<file path="src/rtl/divn_pkg.sv">
package divn_pkg;
  // Default geometry of the feedback divider
  localparam int unsigned DIVN_WIDTH      = 14;
  localparam int unsigned DIVN_IF_OFFSET  = 856;
  localparam int unsigned DIVN_MIN_RATIO  = 3;
endpackage

</file>
<file path="src/rtl/divn_ratio_calc.sv">
// Adds the optional fixed offset, wraps, clamps and registers the reload value.
module divn_ratio_calc #(
  parameter int unsigned W       = divn_pkg::DIVN_WIDTH,
  parameter int unsigned OFFSET  = divn_pkg::DIVN_IF_OFFSET,
  parameter int unsigned MIN_DIV = divn_pkg::DIVN_MIN_RATIO
) (
  input  logic         clk,
  input  logic         rst,
  input  logic [W-1:0] div_value,
  input  logic         offset_off,
  output logic [W-1:0] load_q
);
  localparam logic [W-1:0] OFF_W = W'(OFFSET);
  localparam logic [W-1:0] MIN_W = W'(MIN_DIV);
  localparam logic [W-1:0] ONE_W = W'(1);

  logic [W-1:0] sum;
  logic [W-1:0] ratio;

  always_comb begin
    // W-bit addition wraps modulo 2^W
    sum   = offset_off ? div_value : (div_value + OFF_W);
    ratio = (sum < MIN_W) ? MIN_W : sum;
  end

  // Store ratio-1 so the counter reloads without an extra subtract
  always_ff @(posedge clk) begin
    if (rst) load_q <= MIN_W - ONE_W;
    else     load_q <= ratio - ONE_W;
  end
endmodule

</file>
<file path="src/rtl/divn_down_counter.sv">
// Down counter with reload at zero and a registered single-cycle pulse.
module divn_down_counter #(
  parameter int unsigned W       = divn_pkg::DIVN_WIDTH,
  parameter int unsigned MIN_DIV = divn_pkg::DIVN_MIN_RATIO
) (
  input  logic         clk,
  input  logic         rst,
  input  logic [W-1:0] load_val,
  output logic         fv_q
);
  localparam logic [W-1:0] ONE_W   = W'(1);
  localparam logic [W-1:0] FLOOR_W = W'(MIN_DIV - 1);

  logic [W-1:0] count;
  logic         at_zero;

  assign at_zero = (count == '0);

  always_ff @(posedge clk) begin
    if (rst) begin
      count <= '0;
      fv_q  <= 1'b0;
    end else begin
      fv_q <= at_zero;
      if (at_zero) count <= load_val;
      else         count <= count - ONE_W;
    end
  end

  // pulse never lasts two cycles
  p_single_pulse_r6: assert property (@(posedge clk) disable iff (rst)
    fv_q |=> !fv_q);

  // at zero the counter takes the value offered by the ratio stage
  p_reload_r2: assert property (@(posedge clk) disable iff (rst)
    at_zero |=> (count == $past(load_val)));

  // otherwise it steps down by one
  p_step_down_r2: assert property (@(posedge clk) disable iff (rst)
    !at_zero |=> (count == $past(count) - ONE_W));

  // ratio stage never offers a reload below the floor
  p_load_floor_r5: assert property (@(posedge clk) disable iff (rst)
    load_val >= FLOOR_W);
endmodule

</file>
<file path="src/rtl/divn_offset_divider.sv">
// Top: programmable feedback divider with optional fixed offset.
module divn_offset_divider #(
  parameter int unsigned W       = divn_pkg::DIVN_WIDTH,
  parameter int unsigned OFFSET  = divn_pkg::DIVN_IF_OFFSET,
  parameter int unsigned MIN_DIV = divn_pkg::DIVN_MIN_RATIO
) (
  input  logic         clk,
  input  logic         rst,
  input  logic [W-1:0] div_value,
  input  logic         offset_off,
  output logic         fv_pulse
);
  logic [W-1:0] load_val;

  divn_ratio_calc #(.W(W), .OFFSET(OFFSET), .MIN_DIV(MIN_DIV)) u_ratio (
    .clk        (clk),
    .rst        (rst),
    .div_value  (div_value),
    .offset_off (offset_off),
    .load_q     (load_val)
  );

  divn_down_counter #(.W(W), .MIN_DIV(MIN_DIV)) u_count (
    .clk      (clk),
    .rst      (rst),
    .load_val (load_val),
    .fv_q     (fv_pulse)
  );

  // output is quiet in the cycle after a reset edge
  p_reset_quiet_r1: assert property (@(posedge clk)
    rst |=> !fv_pulse);
endmodule

</file>
<file path="config.mk">
export PLATFORM = sky130hd
export DESIGN_NAME = divn_offset_divider
export DESIGN_NICKNAME = d
export VERILOG_FILES = /design/src/rtl/divn_pkg.sv /design/src/rtl/divn_ratio_calc.sv /design/src/rtl/divn_down_counter.sv /design/src/rtl/divn_offset_divider.sv
export SDC_FILE = /design/constraint.sdc
export NUM_CORES = 1
export LEC_CHECK = 0
export BUFFER_PORTS_ARGS = -buffer_cell sky130_fd_sc_hd__buf_2
export CAP_MARGIN = 20
export CORE_MARGIN = 5
export CORE_UTILIZATION = 59
export CTS_CLUSTER_DIAMETER = 60
export DETAILED_ROUTE_END_ITERATION = 8
export HOLD_SLACK_MARGIN = 0.06
export PLACE_DENSITY = 0.9
export SLEW_MARGIN = 30
export SYNTH_ARGS = -nofsm -noshare
export SYNTH_HDL_FRONTEND = slang
export SYNTH_SLANG_ARGS = --single-unit
export TNS_END_PERCENT = 5
</file>
<file path="constraint.sdc">
create_clock -name clk -period 4.35 [get_ports clk]
set_input_delay 0.435 -clock clk [delete_from_list [all_inputs] [get_ports clk]]
set_output_delay 0.435 -clock clk [all_outputs]
set_load 0.01 [all_outputs]
</file>
==> impl_results.md <==
- Status: complete, no violations
- CP max FO: 10
- Total Nets Final: 264
- Starting Density: 63.0%
- Switching part of the total: 36.8%
- FF-to-FF path depth: 5
- Sequential area share after synthesis: 29.7%
- Setup crit end kind: flop
- Clk pwr share: 18.0%
- Hpwl dp: 2.92 mm
- Antenna-violating nets left: 0
- Number of I/O port buffers: 17
- Worst slew margin relative to its limit: 64.1%
- Internal power: 0.557 mW
- H-tree depth reported by CTS: 2
- Synth Register Bits: 29
- Post-Layout Cell Count: 288
- Power Total: 0.880 mW
- Hold Path End: u_ratio.load_q[0]
- Synth warn: 0
- Total Routed Length: 3.83 mm
- Clk sinks: 29
- Synth Net Count: 252
- Area of the multi-input gates: 1270 um2
- MaxCap Viol Count: 0
- Crit path kind: in -> reg
- Post-CTS Setup Inserts: 0
- Number of synthesized flops with an enable pin: 0
- Worst Path Arrival: 3.81 ns
- Post-layout util: 66.7%
- Switching power: 0.324 mW
- Crit start category: primary input
- Fillcell total: 266
- Min-Delay Path Depth: 2
- R2R setup slack: 2.39 ns
- Number of global-route vias before repair: 1544
- Beginning of the worst hold path: div_value[0]
- F_max: 278 MHz
- Static leakage: 0.776 nW
- CP startpoint: div_value[3]
- Skew-Pair Late Insertion Delay: 0.31 ns
- Core area: 3100 um2
- Primary FF master, synth: dfxtp_1
- Worst r2r src: u_count.count[4]
- Placer Congestion: 0.932
- Sequential power share: 42.2%
- Tmin final: 3.60 ns
- Rows: 20
- Clock root cell: clkbuf_4
- First-pass GRT wire length: 6.58 mm
- CTS buffer count: 5
- Die Span Y: 67.6 um
- CTS tree: built
- Clock Skews: 0.00570 ns
- Cells resized by post-CTS repair: 0
- P&R area growth vs syn: 5.95%
- Total gr overflow: 0
- Setup TNS: 0 ns
- DR vias/cell: 5.94
- CTS hold repair buffers: 0
- Vias: 1712
- Largest net degree at the start of global routing: 31
- Layout cell share with drive strength beyond 1: 17.6%
- Netlist cell types: 64
- Pwr Density: 425 nW/um2
- Placed Cells: 281
- Clock buffer depth: 2
- Final setup vio count: 0
- Post-Syn Instances: 232
- CTS clk-pin slew, worst paths: 0.08 ns
- RSZ-0062 raised after global routing: false
- Die span in x: 67.6 um
- Period utilisation layout: 82.8%
- Slew Viols, Final: 0
- Avg Inst Size Synth: 8.42 um2
- Fin. Hold Viols: 0
- All-Layer GR Usage: 18.6%
- Worst vdd ir: 0.000166 V
- Initial antenna violation count: 0
- Slew @ Worst Pin: 0.539 ns
- Worst path required time: 4.56 ns
- I/O pin cnt: 18
- Reg2reg end: u_count.count[6]
- Comb power frac: 39.8%
- Antenna diodes: 0
- FF+latch area: 581 um2
- Hold Crit Class: in -> reg
- Syn Std Cell Area: 1950 um2
- Initial DRC Count: 141
- Avg WL per Cell: 13.3 um
- Async S/R FF share, synth: 0%
- Drt drc: 0
- Die area: 4560 um2
- Router iterations before antenna repair: 4
==> power groups by stage <==
| stage | sequential [mW] | combinational, mW | clock, mW |
|---|---|---|---|
| after floorplan | 0.369 | 0.292 | 0 |
| after global routing | 0.378 | 0.399 | 0.179 |
| after global placement | 0.375 | 0.337 | 0 |
| after detailed placement | 0.377 | 0.348 | 0 |
| after CTS | 0.371 | 0.351 | 0.162 |
| final | 0.371 | 0.351 | 0.158 |
==> cells in the mapped netlist (3+ instances only) <==
cell type,n,share of area (%)
a211oi_1,9,3.5
a21oi_1,8,2.0
a311oi_1,4,1.8
and2_1,3,0.96
buf_2,3,0.77
buf_6,3,1.7
clkbuf_1,3,0.58
dfxtp_1,29,30
ha_1,3,1.9
inv_1,6,1.2
nand2_1,11,2.1
nand2b_1,4,1.3
nand3_1,6,1.5
nand3b_1,3,1.2
nor2_1,34,6.5
nor2b_1,4,1.3
nor3_1,9,2.3
nor4_1,6,1.9
o211ai_1,3,1.2
o21a_1,3,1.2
o21ai_1,3,0.77
or2_2,3,0.96
or3_1,4,1.3
xnor2_1,11,4.9
xor2_1,6,2.7
==> layout make-up <==
| type | count | area share, % |
|---|---|---|
| multi-input combinational | 185 | 61.5 |
| sequential | 29 | 28.0 |
| timing repair buffer | 17 | 4.11 |
| tap | 44 | 2.66 |
| inverter | 6 | 1.09 |
| clock buffer | 7 | 2.66 |
==> metrics by stage <==
| step | area, um2 | hold WS (ns) | setup slack (ns) |
|---|---|---|---|
| after CTS | 2070 | 0.304 | 0.782 |
| after floorplan | 1950 | 0.453 | 0.955 |
| after global routing | 2070 | 0.294 | 0.499 |
| after global placement | 2020 | 0.469 | 0.612 |
| after detailed placement | 2020 | 0.472 | 0.457 |
| final | 2070 | 0.321 | 0.748 |
==> registers in the layout, indices dropped and copies added (netlist names) <==
name,cells
u_count.count,14
u_count.fv_q,1
u_ratio.load_q,14
==> worst max path at each step <==
| stage | to | slack [ns] | depth (start not counted) |
|---|---|---|---|
| 2_1_floorplan | u_ratio.load_q[6] | 0.96 | 15 |
| 3_3_place_gp | u_ratio.load_q[6] | 0.61 | 15 |
| 3_5_place_dp | u_ratio.load_q[6] | 0.46 | 15 |
| 4_1_cts | u_ratio.load_q[6] | 0.78 | 15 |
| 5_1_grt | u_ratio.load_q[6] | 0.50 | 15 |
| 6_report | u_ratio.load_q[6] | 0.75 | 15 |
==> layout by cell type, fill, tap and decap left out, types with 4 or more instances in the layout <==
cell and count:
nor2_1 34, dfxtp_1 29, buf_2 17, xnor2_1 11, nand2_1 11, a211oi_1 9, nor3_1 9, a21oi_1 8
inv_1 6, nor4_1 6, xor2_1 6, nand3_1 6, clkbuf_4 5, nor2b_1 4, nand2b_1 4, or3_1 4
a311oi_1 4
==> critical path, stage by stage <==
cell      delay (ns)
buf_2           0.17
inv_1           0.07
ha_1            0.31
and3b_1         0.19
a21oi_1         0.36
and4bb_1        0.24
o21ai_1         0.38
nor2_4          0.07
nor2_1          0.13
ha_1            0.19
nand2b_1        0.13
nor2_1          0.25
mux2i_1         0.12
a222oi_1        0.37
mux2_2          0.37
==> kinds of logic after synthesis <==
kind of cell / after synthesis / share of synthesized area, %
AND/OR/NAND/NOR: 106 / 30.4
adder cells (fa/ha/maj): 3 / 1.92
buffers and inverters: 18 / 5.18
XOR/XNOR: 17 / 7.62
AO/OA/AOI/OAI: 55 / 23.0
multiplexers: 4 / 2.18
flip-flops: 29 / 29.7
==> layer usage <==
metal,up-vias,wire length (um),GRT usage [%]
li1,873,-,-
met5,-,0,0
met1,782,1720,22.9
met4,0,68,9.87
met2,51,1830,30.6
met3,6,217,3.49
(Power assumes the default switching activity.)
